[src/rtl/zr_pkg.sv]
package zr_pkg;

  localparam int unsigned NUM_CH = 2;

  typedef enum logic [0:0] {
    CH_LEFT  = 1'b0,
    CH_RIGHT = 1'b1
  } zr_chan_e;

  function automatic int unsigned cnt_width(input int unsigned limit);
    return (limit < 2) ? 1 : $clog2(limit + 1);
  endfunction

endpackage

[src/rtl/zr_zero_cmp.sv]
module zr_zero_cmp #(
  parameter int unsigned SAMPLE_W = 24
) (
  input  logic [SAMPLE_W-1:0] sample,
  output logic                is_zero
);

  always_comb begin
    is_zero = (sample == '0);
  end

endmodule

[src/rtl/zr_run_ctr.sv]
module zr_run_ctr #(
  parameter int unsigned RUN_LEN = 8192,
  parameter int unsigned CNT_W   = 14
) (
  input  logic             clk,
  input  logic             rst_n,
  input  logic             stb,
  input  logic             en,
  input  logic             is_zero,
  output logic [CNT_W-1:0] cnt,
  output logic             full
);

  localparam logic [CNT_W-1:0] LIMIT = CNT_W'(RUN_LEN);
  localparam logic [CNT_W-1:0] ONE   = CNT_W'(1);

  logic [CNT_W-1:0] cnt_nxt;
  logic             cnt_ld;

  // next-state
  always_comb begin
    cnt_nxt = cnt;
    cnt_ld  = 1'b0;
    if (!en) begin
      cnt_nxt = '0;
      cnt_ld  = 1'b1;
    end else if (stb) begin
      cnt_ld = 1'b1;
      if (!is_zero) begin
        cnt_nxt = '0;
      end else if (cnt != LIMIT) begin
        cnt_nxt = cnt + ONE;
      end
    end
  end

  // register with explicit load enable
  always_ff @(posedge clk or negedge rst_n) begin
    if (!rst_n) begin
      cnt <= '0;
    end else if (cnt_ld) begin
      cnt <= cnt_nxt;
    end
  end

  assign full = (cnt == LIMIT);

  assert_sat_R6: assert property (@(posedge clk) disable iff (!rst_n)
    cnt <= LIMIT);

  assert_clear_R2: assert property (@(posedge clk) disable iff (!rst_n)
    (stb && !is_zero) |=> (cnt == '0));

  assert_step_R1: assert property (@(posedge clk) disable iff (!rst_n)
    (en && stb && is_zero && !full) |=> (cnt == $past(cnt) + ONE));

  assert_hold_R7: assert property (@(posedge clk) disable iff (!rst_n)
    (en && !stb) |=> $stable(cnt));

  assert_idle_R9: assert property (@(posedge clk) disable iff (!rst_n)
    (!en) |=> (cnt == '0));

endmodule

[src/rtl/zr_flag_gate.sv]
module zr_flag_gate #(
  parameter int unsigned NUM_CH = 2
) (
  input  logic              clk,
  input  logic              rst_n,
  input  logic              run_en,
  input  logic [NUM_CH-1:0] full,
  output logic [NUM_CH-1:0] flag
);

  always_comb begin
    flag = run_en ? full : '1;
  end

  assert_force_R4: assert property (@(posedge clk) disable iff (!rst_n)
    (!run_en) |-> (flag == '1));

  assert_release_R5: assert property (@(posedge clk) disable iff (!rst_n)
    ($rose(run_en)) |-> (flag == '0));

endmodule

[src/rtl/zero_run_detect.sv]
module zero_run_detect #(
  parameter int unsigned SAMPLE_W = 24,
  parameter int unsigned RUN_LEN  = 8192
) (
  input  logic                clk,
  input  logic                rst_n,
  input  logic                frame_stb,
  input  logic [SAMPLE_W-1:0] left_sample,
  input  logic [SAMPLE_W-1:0] right_sample,
  input  logic                run_en,
  input  logic                pwr_up,
  output logic                zero_flag_l,
  output logic                zero_flag_r
);

  import zr_pkg::*;

  localparam int unsigned CNT_W = cnt_width(RUN_LEN);

  logic [SAMPLE_W-1:0] samp   [NUM_CH];
  logic [CNT_W-1:0]    cnt    [NUM_CH];
  logic [NUM_CH-1:0]   is_zero;
  logic [NUM_CH-1:0]   full;
  logic [NUM_CH-1:0]   flag;
  logic                cnt_en;

  always_comb begin
    samp[CH_LEFT]  = left_sample;
    samp[CH_RIGHT] = right_sample;
    cnt_en         = run_en & pwr_up;
  end

  for (genvar ch = 0; ch < NUM_CH; ch++) begin : g_chan
    zr_zero_cmp #(
      .SAMPLE_W (SAMPLE_W)
    ) u_cmp (
      .sample  (samp[ch]),
      .is_zero (is_zero[ch])
    );

    zr_run_ctr #(
      .RUN_LEN (RUN_LEN),
      .CNT_W   (CNT_W)
    ) u_ctr (
      .clk     (clk),
      .rst_n   (rst_n),
      .stb     (frame_stb),
      .en      (cnt_en),
      .is_zero (is_zero[ch]),
      .cnt     (cnt[ch]),
      .full    (full[ch])
    );
  end

  zr_flag_gate #(
    .NUM_CH (NUM_CH)
  ) u_gate (
    .clk    (clk),
    .rst_n  (rst_n),
    .run_en (run_en),
    .full   (full),
    .flag   (flag)
  );

  assign zero_flag_l = flag[CH_LEFT];
  assign zero_flag_r = flag[CH_RIGHT];

  // left activity never disturbs the right count (and vice versa)
  assert_indep_R3: assert property (@(posedge clk) disable iff (!rst_n)
    (cnt_en && frame_stb && !is_zero[CH_LEFT] && is_zero[CH_RIGHT]
     && !full[CH_RIGHT]) |=> (cnt[CH_RIGHT] != '0));

endmodule

[config.mk]
export PLATFORM = sky130hd
export DESIGN_NAME = zero_run_detect
export DESIGN_NICKNAME = d
export VERILOG_FILES = /design/src/rtl/zr_pkg.sv /design/src/rtl/zr_zero_cmp.sv /design/src/rtl/zr_run_ctr.sv /design/src/rtl/zr_flag_gate.sv /design/src/rtl/zero_run_detect.sv
export SDC_FILE = /design/constraint.sdc
export NUM_CORES = 1
export LEC_CHECK = 0
export ABC_CLOCK_PERIOD_IN_PS = 2100
export BUFFER_PORTS_ARGS = -buffer_cell sky130_fd_sc_hd__buf_2
export CAP_MARGIN = 25
export CELL_PAD_IN_SITES_DETAIL_PLACEMENT = 2
export CELL_PAD_IN_SITES_GLOBAL_PLACEMENT = 2
export CORE_MARGIN = 3
export CORE_UTILIZATION = 26
export DETAILED_ROUTE_END_ITERATION = 10
export PLACE_DENSITY = 0.81
export SETUP_SLACK_MARGIN = 0.4
export SYNTH_ARGS = -nofsm -noshare
export SYNTH_HDL_FRONTEND = slang
export SYNTH_SLANG_ARGS = --single-unit
[constraint.sdc]
create_clock -name clk -period 2.1 [get_ports clk]
set_clock_uncertainty 0.2 [all_clocks]
set_input_delay 0.42 -clock clk [delete_from_list [all_inputs] [get_ports clk]]
set_output_delay 0.42 -clock clk [all_outputs]
set_load 0.01 [all_outputs]
# == Yosys cells after proc, flatten, opt, wreduce, memory -nomap -nowiden ==
# Cells that the tools add are included.
# op_classes
n_addsub,2
n_eq_ne,7
n_mux,11
n_bitwise,1
n_reduce_logical,4
# ops
operator,count
14-bit 2-to-1 mux,8
24-bit zero test,2
"14-bit by 1-bit adder with 14-bit output, second input constant",2
"14-bit equality test, second input constant",2
"14-bit != test, second input constant",2
"3-bit != test, second input constant",2
3-bit AND reduction,2
1-bit 2-to-1 mux,2
2-bit 2-to-1 mux,1
"2-bit != test, second input constant",1
1-bit AND,1
# word_totals
register_bits,28
in_bits,53
word_cells,27

# == Longest topological paths before layout ==
# logic_depth
ltp_word,5
mapped_depth,8
ltp_nobuf,7

# == Modules after synthesis ==
# From an unflattened synthesis, not the netlist that was laid out.
# hier_totals
cells_unflattened,225
hier_area_um2,1960.6
# by_module_without_submodules
module,instances,cells_each,area_per_inst_um2,seq_area_each_um2
zr_run_ctr,2,102,913.4,350.3
zr_zero_cmp,2,9,57.6,0.0
zr_flag_gate,1,2,12.5,0.0
zero_run_detect,1,1,6.3,0.0

# == Least setup slack after synthesis ==
# OpenSTA, ideal clock, no wires.
# synth_timing
kind,input -> register
from,input left_sample[19]
to,register g_chan[0].u_ctr.cnt[2]
setup_ps,125
arrival_time_ps,1710
slack_ps,65
stages,6
path_buffers,1
cell_sequence,nor4_2 -> nand4_2 -> o41ai_2 -> buf_4 -> nand2b_4 -> o21ai_1
# synth_between
elab_chain_len,4
elab_cells_between_ends,6
classes_between,eq/ne (1); mux (3); reduce/logical (2)
# synth_rtl
element,line_no,source
"start, declared",zero_run_detect.sv:8,"input logic [SAMPLE_W-1:0] left_sample,"
24-bit zero test (*),zr_zero_cmp.sv:9,is_zero = (sample == '0);
14-bit 2-to-1 mux,zr_run_ctr.sv:29,if (!is_zero) begin
14-bit 2-to-1 mux,zr_run_ctr.sv:27,end else if (stb) begin
14-bit 2-to-1 mux,zr_run_ctr.sv:24,if (!en) begin
"end signal, assigned",zr_run_ctr.sv:42,cnt <= cnt_nxt;
"end, declared",zr_run_ctr.sv:10,"output logic [CNT_W-1:0] cnt,"
# Mark *: on every way between the ends. The rest lies on a longest branch, timed or not. The select of a mux whose other input is x is not followed.
# A chain may end at the register's enable or synchronous reset.

# == Final worst setup path ==
# layout_timing
from,register g_chan[0].u_ctr.cnt[1]
to,register g_chan[0].u_ctr.cnt[5]
# layout_between
elab_chain_len,5
elab_cells_between_ends,8
classes_between,add/sub (1); eq/ne (2); mux (4); reduce/logical (1)
# layout_rtl
element,line_no,source
14-bit by 1-bit adder with 14-bit output,zr_run_ctr.sv:32,cnt_nxt = cnt + ONE;
14-bit 2-to-1 mux,zr_run_ctr.sv:31,end else if (cnt != LIMIT) begin
14-bit 2-to-1 mux,zr_run_ctr.sv:29,
14-bit 2-to-1 mux,zr_run_ctr.sv:27,
14-bit 2-to-1 mux,zr_run_ctr.sv:24,
# Several ways; a longest one is shown, not always the timed one. The select of a mux whose other input is x is not followed.

==> results_dict.tcl <==
set metrics [dict create \
    io_pins 55 \
    worstSetupEndpointType "register" \
    dpl.hpwl_um 5380 \
    cts_max_level 1 \
    worst_slew_pin_slew_ps 711 \
    fin_crit_ps 2390 \
    p_per_area_nw_per_um2 335 \
    final_cell_mix "buf_2, buf_4, dfrtp_1" \
    grt-ovfl-total 0 \
    vias 2186 \
    ant_nets 0 \
    synth.area.top_cells "dfrtp_1, nor4_1, nand3_1, nand2_1, a21oi_1" \
    cp.arrival_ps 2400 \
    setup_slack_ps -295 \
    placed_cells 353 \
    drt-vias-per-instance 5.74 \
    drtIter0Drc 163 \
    drc 0 \
    yosys.area.top_type_share_pct 39.7 \
    maxCapViolations 0 \
    top_regs "g_chan.u_ctr.cnt x28" \
    fin_nets 363 \
    drive_above_1_share_pct 59.2 \
    n_antenna_cell 0 \
    syn-instance-count 200 \
    postRouteWirelength_um 9720 \
    grt_pass1_vias 2366 \
    cts_tree "yes" \
    place_congestion 0.782 \
    setup_viol 16 \
    grt_max_degree 29 \
    final_common_cell "buf_2" \
    ir_drop_uv 220 \
    hp-class "register to register" \
    regMostFlops "g_chan.u_ctr.cnt" \
    slew_headroom_pct 52.6 \
    start_util_pct 27.4 \
    cts_made_buffers 3 \
    dr.pass1.iters 4 \
    status "complete, but fails checks" \
    clock_path_buffers 2 \
    syn_area_per_cell_um2 8.83 \
    rsz0062_at_grt "yes" \
    slew_viol_final 0 \
    synth_ff_type "dfrtp_1" \
    die_w_um 88.4 \
    wl_per_cell_um 25.5 \
    cts-root-buf "clkbuf_8" \
    port_buffers 54 \
    violations "negative setup slack" \
    grt_pass1_wl_um 12300 \
    yosysWarnings 0 \
    path_class "register to register" \
    grt_usage_pct 20.6 \
    netlist_area_um2 1770 \
    power_leakage_nw 1.24 \
    core_um2 6460 \
    path_clk_slew_ps 110 \
    yosysTopAreaCell "dfrtp_1" \
    clock_latency_ps 290 \
    largest_reg_flops 28 \
    area_growth_pct 72.9 \
    dieArea_um2 7820 \
    required_ps 2100 \
    antenna_found_initial 0 \
    finalCritPeriodShare_pct 114 \
    die_h_um 88.4 \
    finalPower_mw 1.02 \
    stdcell_count 381 \
    cts.sink_count 28 \
    ys_ff_latch 28 \
    fill_cells 677 \
    synth_edf_count 0 \
    syn_nets 257 \
    critPathMaxFanout 16 \
    fmax_mhz 418 \
    hold_viol_final 0 \
    yosysUniqueCellTypes 37 \
    seq_area_frac_synth_pct 39.7 \
    async_reset_ff_share_pct 100 \
    critical_path.startpoint_type "register" \
    core.rowCount 29 \
]
-- critical path, stage by stage, from the launching register on --
cell	delay, ps
dfrtp_1	420
inv_1	100
ha_1	190
nor3b_2	160
nand4_1	150
buf_4	150
o41ai_4	70
buf_6	180
or3_2	480
a21oi_1	210
-- cell families (layout without fill, tap and decap cells) --
family          after synthesis  in the layout  synth area share [%]
flops                        28             28                  39.7
xor+xnor                      8              8                  3.97
simple gates                109            109                  37.0
fa+ha+maj                     4              4                  2.83
compound gates               42             42                  14.2
buf+inv                       9            113                  2.34
-- layout make-up --
type | instances | area [um^2] | area share (%)
Timing Repair Buffer | 104 | 704 | 23.1
Inverter | 6 | 22.5 | 0.737
Tap cell | 77 | 96.3 | 3.15
Sequential cell | 28 | 703 | 23.0
Clock buffer | 3 | 41.3 | 1.35
Multi-Input combinational cell | 163 | 1490 | 48.7
-- report_power, final --
part / internal, mW / total [mW] / switching, mW
Clock: 0.130 / 0.325 / 0.195
Sequential: 0.539 / 0.539 / 0.000000000855
Combinational: 0.0647 / 0.159 / 0.0946
Total: 0.734 / 1.02 / 0.290
-- stage by stage --
step	setup slack, ps	area (um^2)	util [%]	TNS, ps	hold WS, ps
final	-295	3050	47.3	-2750	375
after global routing	-400	3050	47.3	-4350	400
after CTS	-164	2720	42.1	-1340	379
after detailed placement	-271	2450	38.0	-2380	299
after global placement	-5.07	2450	38.0	-5.07	291
after floorplan	121	1900	-	0	-75.6
-- layer usage --
layer,wire [um],vias to the layer above,global-route usage [%]
met4,354,0,4.26
met1,3800,1101,25.1
met3,386,26,2.14
met5,0,-,0
met2,5180,93,39.1
li1,-,966,-
-- timing repair --
action / 4_1_cts / 5_1_grt
endpoints found under the setup margin: 30 / 30
hold endpoints to repair: 28 / 0
buffers inserted: 11 / 13
hold buffers: 1 / 0
pin swaps: 13 / 28
resized for setup: 31 / 48
-- Yosys cell counts (5+ instances only) --
library cell / n
inv_1: 6
nor3_1: 5
nor4_1: 13
o21ai_0: 10
dfrtp_1: 28
xnor2_1: 6
nand3_1: 14
nor2_1: 17
and3_1: 6
o21ai_1: 8
or3_2: 6
a21oi_1: 13
nand2_1: 18
o31ai_1: 5
-- path summary, 6_finish.rpt --
kind	from	endpoint	depth (start not counted)	slack [ps]
max reg2reg	g_chan[0].u_ctr.cnt[1]	g_chan[0].u_ctr.cnt[5]	9	-290
max in group asynchronous	rst_n	g_chan[1].u_ctr.cnt[4]	2	690
min reg2reg	g_chan[0].u_ctr.cnt[13]	g_chan[0].u_ctr.cnt[13]	2	370
min	g_chan[0].u_ctr.cnt[13]	g_chan[0].u_ctr.cnt[13]	2	370
min in group asynchronous	rst_n	g_chan[0].u_ctr.cnt[1]	2	500
max	g_chan[0].u_ctr.cnt[1]	g_chan[0].u_ctr.cnt[5]	9	-290
No activity file was read; power rests on OpenSTA's default activity.
